**config.mk**
```make
export PLATFORM = sky130hd
export DESIGN_NAME = pci_dma_xlate
export DESIGN_NICKNAME = d
export VERILOG_FILES = /design/src/rtl/pci_xlate_pkg.sv /design/src/rtl/pci_xlate_regs.sv /design/src/rtl/pci_xlate_win.sv /design/src/rtl/pci_dma_xlate.sv
export SDC_FILE = /design/constraint.sdc
export NUM_CORES = 1
export LEC_CHECK = 0
export ABC_AREA = 1
export BUFFER_PORTS_ARGS = -buffer_cell sky130_fd_sc_hd__buf_2
export CORE_MARGIN = 4
export CORE_UTILIZATION = 62
export CTS_CLUSTER_DIAMETER = 40
export DETAILED_ROUTE_END_ITERATION = 7
export PLACE_DENSITY = 0.82
export SETUP_SLACK_MARGIN = 0.2
export SYNTH_ARGS = -nofsm -noshare
export SYNTH_HDL_FRONTEND = slang
export SYNTH_SLANG_ARGS = --single-unit
```
**constraint.sdc**
```tcl
create_clock -name clk -period 3 [get_ports clk]
set_input_delay 0.15 -clock clk [delete_from_list [all_inputs] [get_ports clk]]
set_output_delay 0.15 -clock clk [all_outputs]
set_load 0.05 [all_outputs]
```
**src/rtl/pci_xlate_pkg.sv**
```systemverilog
// Shared types for the DMA window translator.
// Assumes a two-bit result mode and a two-bit register select.
package pci_xlate_pkg;

    typedef enum logic [1:0] {
        MODE_DIRECT = 2'd0,
        MODE_SG     = 2'd1,
        MODE_BYPASS = 2'd2
    } xlate_mode_e;

    typedef enum logic [1:0] {
        SEL_BASE = 2'd0,
        SEL_MASK = 2'd1,
        SEL_TBA  = 2'd2,
        SEL_CTRL = 2'd3
    } cfg_sel_e;

endpackage

```
**src/rtl/pci_xlate_regs.sv**
```systemverilog
// Window register file: base, mask and translated base per window plus
// a bypass enable. Rejects translated bases with low bits set and pulses
// an error flag the cycle after. Assumes SYS_W >= ADDR_W.
module pci_xlate_regs #(
    parameter int NUM_WIN = 4,
    parameter int ADDR_W  = 32,
    parameter int SYS_W   = 35,
    parameter int TBA_LSB = 10,
    localparam int IDX_W  = $clog2(NUM_WIN)
) (
    input  logic                              clk,
    input  logic                              rst_n,
    input  logic                              cfg_we,
    input  logic [IDX_W-1:0]                  cfg_win,
    input  logic [1:0]                        cfg_sel,
    input  logic [SYS_W-1:0]                  cfg_wdata,
    output logic [NUM_WIN-1:0][ADDR_W-1:0]    base_q,
    output logic [NUM_WIN-1:0][ADDR_W-1:0]    mask_q,
    output logic [NUM_WIN-1:0][SYS_W-1:0]     tba_q,
    output logic                              byp_en_q,
    output logic                              cfg_err
);
    import pci_xlate_pkg::*;

    cfg_sel_e sel;
    logic     tba_bad;

    assign sel     = cfg_sel_e'(cfg_sel);
    assign tba_bad = cfg_we && (sel == SEL_TBA) && (|cfg_wdata[TBA_LSB-1:0]);

    generate
        for (genvar w = 0; w < NUM_WIN; w++) begin : g_win
            logic pick;
            assign pick = cfg_we && (cfg_win == IDX_W'(w));

            // Per-window register update
            always_ff @(posedge clk) begin
                if (!rst_n) begin
                    base_q[w] <= '0;
                    mask_q[w] <= '0;
                    tba_q[w]  <= '0;
                end else if (pick) begin
                    if (sel == SEL_BASE) base_q[w] <= cfg_wdata[ADDR_W-1:0];
                    if (sel == SEL_MASK) mask_q[w] <= cfg_wdata[ADDR_W-1:0];
                    if (sel == SEL_TBA && !tba_bad) tba_q[w] <= cfg_wdata;
                end
            end
        end
    endgenerate

    // Global bypass enable and rejected-write flag
    always_ff @(posedge clk) begin
        if (!rst_n) begin
            byp_en_q <= 1'b0;
            cfg_err  <= 1'b0;
        end else begin
            if (cfg_we && sel == SEL_CTRL) byp_en_q <= cfg_wdata[0];
            cfg_err <= tba_bad;
        end
    end

endmodule

```
**src/rtl/pci_xlate_win.sv**
```systemverilog
// One target window: masked compare plus direct and page-table-entry
// address generation. Combinational. Assumes mask bits below WIN_LSB
// are implicitly set and that SYS_W > ADDR_W.
module pci_xlate_win #(
    parameter int ADDR_W     = 32,
    parameter int SYS_W      = 35,
    parameter int WIN_LSB    = 20,
    parameter int PAGE_SHIFT = 13,
    parameter int PTE_SHIFT  = 3
) (
    input  logic [ADDR_W-1:0] addr,
    input  logic              addr_ok,
    input  logic [ADDR_W-1:0] base,
    input  logic [ADDR_W-1:0] mask,
    input  logic [SYS_W-1:0]  tba,
    output logic              hit,
    output logic              is_sg,
    output logic [SYS_W-1:0]  xaddr
);
    logic [ADDR_W-1:0] eff_mask;
    logic [SYS_W-1:0]  offs;

    // Compare the bits outside the window and build both address forms
    always_comb begin
        eff_mask = {mask[ADDR_W-1:WIN_LSB], {WIN_LSB{1'b1}}};
        hit      = base[0] && addr_ok && ((addr & ~eff_mask) == (base & ~eff_mask));
        is_sg    = base[1];
        offs     = {{(SYS_W-ADDR_W){1'b0}}, addr & eff_mask};
        xaddr    = is_sg ? (tba + ((offs >> PAGE_SHIFT) << PTE_SHIFT))
                         : (offs | tba);
    end

endmodule

```
**src/rtl/pci_dma_xlate.sv**
```systemverilog
// Top of the DMA window translator: register file, parallel windows with
// lowest-index priority, fixed dual-address bypass, registered result.
// Assumes writes do not coincide with requests that depend on them.
module pci_dma_xlate #(
    parameter int NUM_WIN    = 4,
    parameter int ADDR_W     = 32,
    parameter int SYS_W      = 35,
    parameter int DAC_W      = 64,
    parameter int WIN_LSB    = 20,
    parameter int PAGE_SHIFT = 13,
    parameter int PTE_SHIFT  = 3,
    parameter int TBA_LSB    = 10,
    parameter int BYP_LSB    = 40,
    parameter logic [DAC_W-BYP_LSB-1:0] BYP_TAG = 1
) (
    input  logic                       clk,
    input  logic                       rst_n,
    input  logic                       cfg_we,
    input  logic [$clog2(NUM_WIN)-1:0] cfg_win,
    input  logic [1:0]                 cfg_sel,
    input  logic [SYS_W-1:0]           cfg_wdata,
    output logic                       cfg_err,
    input  logic                       req_valid,
    input  logic                       req_dac,
    input  logic [DAC_W-1:0]           req_addr,
    output logic                       rsp_valid,
    output logic                       rsp_hit,
    output logic                       rsp_miss,
    output logic [$clog2(NUM_WIN)-1:0] rsp_win,
    output logic [1:0]                 rsp_mode,
    output logic [SYS_W-1:0]           rsp_addr
);
    import pci_xlate_pkg::*;
    localparam int IDX_W = $clog2(NUM_WIN);

    logic [NUM_WIN-1:0][ADDR_W-1:0] base_q, mask_q;
    logic [NUM_WIN-1:0][SYS_W-1:0]  tba_q, win_addr;
    logic [NUM_WIN-1:0]             win_hit, win_sg;
    logic                           byp_en_q, addr_ok, byp_hit;
    logic                           any_hit;
    logic [IDX_W-1:0]               sel_win;
    xlate_mode_e                    sel_mode;
    logic [SYS_W-1:0]               sel_addr;

    pci_xlate_regs #(
        .NUM_WIN(NUM_WIN), .ADDR_W(ADDR_W), .SYS_W(SYS_W), .TBA_LSB(TBA_LSB)
    ) u_regs (
        .clk(clk), .rst_n(rst_n), .cfg_we(cfg_we), .cfg_win(cfg_win),
        .cfg_sel(cfg_sel), .cfg_wdata(cfg_wdata), .base_q(base_q),
        .mask_q(mask_q), .tba_q(tba_q), .byp_en_q(byp_en_q), .cfg_err(cfg_err)
    );

    // Single-address cycles carry no upper half; dual ones must have it zero
    assign addr_ok = !req_dac || (req_addr[DAC_W-1:ADDR_W] == '0);
    assign byp_hit = req_dac && byp_en_q && (req_addr[DAC_W-1:BYP_LSB] == BYP_TAG);

    generate
        for (genvar w = 0; w < NUM_WIN; w++) begin : g_win
            pci_xlate_win #(
                .ADDR_W(ADDR_W), .SYS_W(SYS_W), .WIN_LSB(WIN_LSB),
                .PAGE_SHIFT(PAGE_SHIFT), .PTE_SHIFT(PTE_SHIFT)
            ) u_win (
                .addr(req_addr[ADDR_W-1:0]), .addr_ok(addr_ok),
                .base(base_q[w]), .mask(mask_q[w]), .tba(tba_q[w]),
                .hit(win_hit[w]), .is_sg(win_sg[w]), .xaddr(win_addr[w])
            );
        end
    endgenerate

    // Pick the lowest-numbered hitting window, else the bypass
    always_comb begin
        any_hit  = 1'b0;
        sel_win  = '0;
        sel_mode = MODE_DIRECT;
        sel_addr = '0;
        for (int w = 0; w < NUM_WIN; w++) begin
            if (win_hit[w] && !any_hit) begin
                any_hit  = 1'b1;
                sel_win  = IDX_W'(w);
                sel_mode = win_sg[w] ? MODE_SG : MODE_DIRECT;
                sel_addr = win_addr[w];
            end
        end
        if (!any_hit && byp_hit) begin
            any_hit  = 1'b1;
            sel_mode = MODE_BYPASS;
            sel_addr = req_addr[SYS_W-1:0];
        end
    end

    // Register the result one cycle after the request
    always_ff @(posedge clk) begin
        if (!rst_n) begin
            rsp_valid <= 1'b0;
            rsp_hit   <= 1'b0;
            rsp_miss  <= 1'b0;
            rsp_win   <= '0;
            rsp_mode  <= '0;
            rsp_addr  <= '0;
        end else begin
            rsp_valid <= req_valid;
            rsp_hit   <= req_valid && any_hit;
            rsp_miss  <= req_valid && !any_hit;
            rsp_win   <= (req_valid && any_hit) ? sel_win : '0;
            rsp_mode  <= (req_valid && any_hit) ? sel_mode : MODE_DIRECT;
            rsp_addr  <= (req_valid && any_hit) ? sel_addr : '0;
        end
    end

endmodule

```
# After elaboration in Yosys (flattened, before gate mapping)

Index checks and enable logic that the tools add are counted.

Input bits: 108
Logic and storage cells: 134
Register bits after elaboration: 440
Output and inout bits: 43

Equality and inequality tests: 11
Bitwise gates (word level): 22
Reductions and logical operators: 50
$add $sub $neg: 4
Multiplexer cells: 26

Operators with widths:

| kind                                                  | number |
|---|---|
| AND 32 bit                                            | 12 |
| 2-to-1 mux 35 bit                                     | 9 |
| adder 35 x 22 -> 35 bit                               | 4 |
| bitwise OR 32 x 35 -> 35 bit                          | 4 |
| equality test 32 bit                                  | 4 |
| inverter 32 bit                                       | 4 |
| logical NOT 32 bit                                    | 1 |
| AND reduction 2 bit                                   | 13 |
| equality test 24 x 1 -> 1 bit (second input constant) | 1 |
| logical AND 1 bit                                     | 24 |
| 2-to-1 mux 2 bit                                      | 6 |
| 2-to-1 mux 1 bit                                      | 11 |
| OR reduction 10 bit                                   | 1 |
| equality test 2 bit (second input constant)           | 4 |
| logical NOT 1 bit                                     | 7 |
| equality test 2 x 1 -> 1 bit (second input constant)  | 2 |
| logical NOT 2 bit                                     | 2 |
| OR reduction 3 bit                                    | 1 |
| inverter 1 bit                                        | 2 |
| logical OR 1 bit                                      | 1 |

# Longest topological paths before layout

Depth in word-level cells: 20
Gate-level depth with buffers: 21
Gate-level depth less buffers: 20

# Hierarchy

Synthesis repeated with hierarchy kept, for this count alone.

Cells, all modules: 4418
Area, all modules: 27345.0 um^2

Modules (own cells, without submodules):

| module                             | instances | seq. area each (um^2) | area each (um^2) | cells an instance |
|---|---|---|---|---|
| pci_xlate_regs                     | 1         | 7967.6                | 14476.4          | 1931 |
| pci_xlate_win (g_win[1].u_win ...) | 3         | 0.0                   | 2542.4           | 515 |
| pci_dma_xlate                      | 1         | 840.8                 | 2829.0           | 451 |
| pci_xlate_win (g_win[0].u_win)     | 1         | 0.0                   | 2412.3           | 491 |

# Worst setup path before layout

Ideal clock, no wire load.

Path kind: register to register
Start: register u_regs.tba_q[73] (netlist bit)
End: register rsp_addr[25]
Setup slack: 0.875 ns
Path buffers: 0
Setup time: 0.112 ns
Period minus slack after synthesis: 2.125 ns
Data required time: 2.888 ns
Data arrival time: 2.013 ns
Stages on the path, launching flop included: 18
Cell sequence: dfxtp_1 -> ha_1 -> inv_1 -> fa_1 -> nor2_1 -> nor2_1 -> o21ai_1 -> nand2_1 -> nand3_1 -> nand2_1 -> nand2_1 -> nand2_1 -> nand2_1 -> inv_1 -> nor2_1 -> nand2_1 -> nand2_1 -> nand2_1

Word-level cells in the longest chain between the ends: 5

Ends and longest elaborated chain:

| element                         | line                 | RTL |
|---|---|---|
| start, declared                 | pci_xlate_regs.sv:19 | `output logic [NUM_WIN-1:0][SYS_W-1:0] tba_q,` |
| start signal, assigned by index | pci_xlate_regs.sv:45 | `if (sel == SEL_TBA && !tba_bad) tba_q[w] <= cfg_wdata;` |
| adder 35 x 22 -> 35 bit         | pci_xlate_win.sv:29  | `xaddr = is_sg ? (tba + ((offs >> PAGE_SHIFT) << PTE_SHIFT))` |
| 2-to-1 mux 35 bit               | pci_xlate_win.sv:29  |  |
| 2-to-1 mux 35 bit (2 in series) | pci_dma_xlate.sv:77  | `if (win_hit[w] && !any_hit) begin` |
| 2-to-1 mux 35 bit               | pci_dma_xlate.sv:84  | `if (!any_hit && byp_hit) begin` |
| end signal, assigned            | pci_dma_xlate.sv:106 | `rsp_addr <= (req_valid && any_hit) ? sel_addr : '0;` |
| end, declared                   | pci_dma_xlate.sv:31  | `output logic [SYS_W-1:0] rsp_addr` |

No other way between the ends.
A chain may end at the register's enable or synchronous reset.

# Worst setup path after layout

Start: input port req_addr[30]
End: register rsp_addr[31]

Word-level cells in the longest chain between the ends: 18
Elaborated cells between the ends (all ways): 44
Classes of those cells: add/sub: 4; eq/ne: 4; mux: 14; bitwise: 8; reduce/logical: 14

Ends and longest elaborated chain:

| element                                                          | line                | RTL |
|---|---|---|
| start, declared                                                  | pci_dma_xlate.sv:25 | `input logic [DAC_W-1:0] req_addr,` |
| branches (longest 18 deep; another with adder 35 x 22 -> 35 bit) | -                   |  |

Several ways; the timed one is not identified.

==> results.py <==
metrics = {
    "run_status": {
        "status": "completed",
    },
    "synth": {
        "ys_seq_elements": 288,
        "yosys_warnings": 0,
        "synth-edff-count": 0,
        "postSynthAreaPerCell_sq_um": 5.87,
        "synth_top_area_share_pct": 28.2,
        "syn_area_sq_um": 20500,
        "synth.area.top_cells": "dfxtp_1 (28%), nand2_1 (20%), inv_1 (8.4%), nor2_1 (6.9%), a21oi_1 (6.4%)",
        "synthCells": 3486,
        "ys_types": 47,
        "synth_top_flop_cell": "dfxtp_1",
        "synth-seq-area-share_pct": 28.2,
        "synth_fp_nets": 3674,
        "yosys.area.top_type": "dfxtp_1",
        "async_flop_share_pct": 0,
    },
    "die": {
        "die-width_um": 190,
        "num_rows": 66,
        "fp.dieArea_sq_um": 36000,
        "ios": 151,
        "core-area_sq_um": 32500,
        "initial_core_util_pct": 62.9,
        "die_h_um": 190,
    },
    "timing": {
        "maxSlewViolCount": 0,
        "tns_ps": 0,
        "slew_headroom_pct": 32.9,
        "finalCritPeriodShare_pct": 92.4,
        "hold_viol_final": 0,
        "rsz0062_at_grt": "yes",
        "fin_crit_ps": 2770,
        "worstMarginPinSlew_ps": 1010,
        "setup_ws_ps": 228,
        "setup_violations": 0,
        "fin_skew_ps": 35.6,
        "max_freq_ghz": 0.361,
    },
    "global_route": {
        "gr-total-overflow": 0,
        "grt_pass1_wl_um": 126000,
        "grt.total_usage_pct": 44.7,
        "antenna_found_initial": 1,
        "grt_pass1_vias": 22744,
        "grt_max_degree": 87,
    },
    "power": {
        "seqPwrFrac_pct": 39.7,
        "p_switching_w": 0.00266,
        "sw_frac_of_total_pct": 27.0,
        "power.density_nw_per_um2": 418,
        "p_clk_share_pct": 51.5,
        "p_leak_nw": 11.7,
        "peakVddDrop_v": 0.000555,
        "combPwrFrac_pct": 8.8,
        "intPower_w": 0.00721,
    },
    "setup_path": {
        "required_ps": 3470,
        "cp_data_arrival_time_ps": 3240,
        "cp_max_fo": 11,
        "cp-end-kind": "register",
        "worstRegToRegCells": 17,
        "critPathKind": "input pin to register",
        "startpoint_type": "input pin",
        "worstReg2RegEnd": "rsp_addr[31]",
        "timing.rr.start": "u_regs.mask_q[87]",
        "regToRegSetupSlack_ps": 280,
    },
    "placed_design": {
        "dp_cells": 3998,
        "io_buffers": 150,
        "preCtsSetupSlack_ps": 95.4,
        "hpwl_um": 61900,
        "gp_congestion": 1.09,
    },
    "layout": {
        "utilization_pct": 72.4,
        "drive_above_1_share_pct": 9.98,
        "area_growth_syn_to_layout_pct": 15.2,
        "fin_cells": 4118,
        "num-nets-final": 3833,
        "diodes": 0,
    },
    "route": {
        "ant_nets": 0,
        "drc": 0,
        "first_pass_iters": 8,
        "drt_iter0_markers": 2961,
        "vias_per_cell": 5.97,
        "routedWlPerCell_um": 20.2,
        "vias": 24585,
        "wirelength_um": 83100,
    },
    "hold_path": {
        "min_path_type": "input pin to register",
        "hold_depth": 4,
        "min_from": "cfg_sel[0]",
        "holdPathEnd": "u_regs.cfg_err",
    },
    "cts": {
        "cts_sinks": 288,
        "cts_tree": "yes",
        "clk_path_buf_depth": 3,
        "insertion_delay_ps": 580,
        "clk_pin_slew_worst_paths_ps": 60,
        "cts_buffers": 42,
        "root_buffer": "clkbuf_16",
        "cts.htree.levels": 2,
    },
    "flow_run": {
        "max_cap_viol_count": 0,
    },
}
-- per-stage QoR --
step                      hold slack (ps)  total power [W]  instance area, sq um
after floorplan                       260          0.00443                 20500
after global placement                367          0.00475                 21600
after detailed placement              382          0.00476                 21600
after CTS                           0.403          0.00981                 23400
after global routing                 24.8           0.0101                 23600
final                                4.12          0.00986                 23600
-- state kept, by name, indices dropped and copies added (netlist names) --
signal,count
u_regs.base_q,56
u_regs.mask_q,48
rsp_hit,1
u_regs.byp_en_q,1
rsp_valid,1
rsp_miss,1
rsp_mode,2
u_regs.cfg_err,1
rsp_win,2
u_regs.tba_q,140
rsp_addr,35
-- metal layers --
metal	track usage, %	share of wire (%)	vias up
li1	-	-	11416
met1	56.3	37	10857
met2	66.3	41	1853
met3	9.54	13	457
met4	34.9	9.8	2
met5	0	0.013	-
-- worst max path at each step --
stage                                 start  cells past startpoint  slack, ps           end
after global routing           req_addr[28]                     21        160  rsp_addr[31]
after global placement         req_addr[13]                     16        130  rsp_addr[33]
after detailed placement       req_addr[13]                     16        100  rsp_addr[33]
after floorplan            u_regs.tba_q[73]                     17        870  rsp_addr[25]
final                          req_addr[30]                     20        230  rsp_addr[31]
after CTS                 u_regs.tba_q[108]                     15        220  rsp_addr[33]
-- Yosys cell counts (16+ instances only) --
cell,count
dfxtp_1,288
inv_1,457
o21ai_0,260
clkbuf_1,92
nor2_1,375
nand3_1,238
nand3b_1,32
nor3_1,60
nor4_1,16
buf_4,22
xor2_1,19
a21oi_1,262
nand2_1,1114
ha_1,76
nand4_1,34
-- kinds of logic after synthesis --
kind of cell,count (synthesis),synth area share (%)
adders and majority gates,80,5.04
buffers and inverters,599,11.7
DFF,288,28.2
AOI/OAI and AO/OA,575,14.7
and+or+nand+nor,1914,39.1
xor gates and xnor gates,30,1.28
-- cell type report --
class,instances,area [sq um]
timing repair buffer,247,1630
multi-input combinational,2599,12400
sequential,288,5770
tap,442,553
clock inverter,25,312
fill,2872,8960
clock buffer,50,1120
inverter,467,1760
-- cell usage in the layout (no fill, tap or decap), drive strengths merged --
cell and n:
xor2 19, a21o 4, dlygate4sd3 42, o31ai 1, o211ai 15, o21ai 270, bufinv 4, o21bai 6
nor4 16, clkinv 9, nand2 1123, nor2 383, nor3b 5, and2 7, clkbuf 52, o21a 1
clkinvlp 4, o22ai 2, nand3 246, nand3b 32, dfxtp 288, a31o 1, or2 5, inv 475
buf 203, nand4 35, xnor2 11, a31oi 4, ha 76, fa 4, a22oi 5, a21oi 266
nor3 62
-- critical path, stage by stage --
cell and delay (ps):
dlygate4sd3_1 530, buf_2 250, nand2_1 120, inv_1 100, ha_2 400, nand2_1 100, inv_1 80, nand3_1 110
nor2_1 240, nand4_1 190, nand3_2 190, nand2_1 80, nand2_1 70, nand2_1 60, nand2_1 110, nand2_1 100
nor2_2 160, nand2_1 70, nand2_1 60, nand2_1 40
-- power groups by stage --
stage	logic (W)	registers, W	clock network, W
final	0.000870	0.00391	0.00508
after global placement	0.000756	0.00399	0
after global routing	0.000919	0.00391	0.00524
after detailed placement	0.000774	0.00399	0
after CTS	0.000823	0.00391	0.00507
after floorplan	0.000447	0.00398	0
-- what timing repair did --
item / 4_1_cts / 5_1_grt
setup buffers: 0 / 3
hold buffers: 42 / 0
endpoints found under the hold margin: 78 / 0
resized for setup: 0 / 39
endpoints found under the setup margin: 0 / 21
Power figures use the tool's default switching activity.
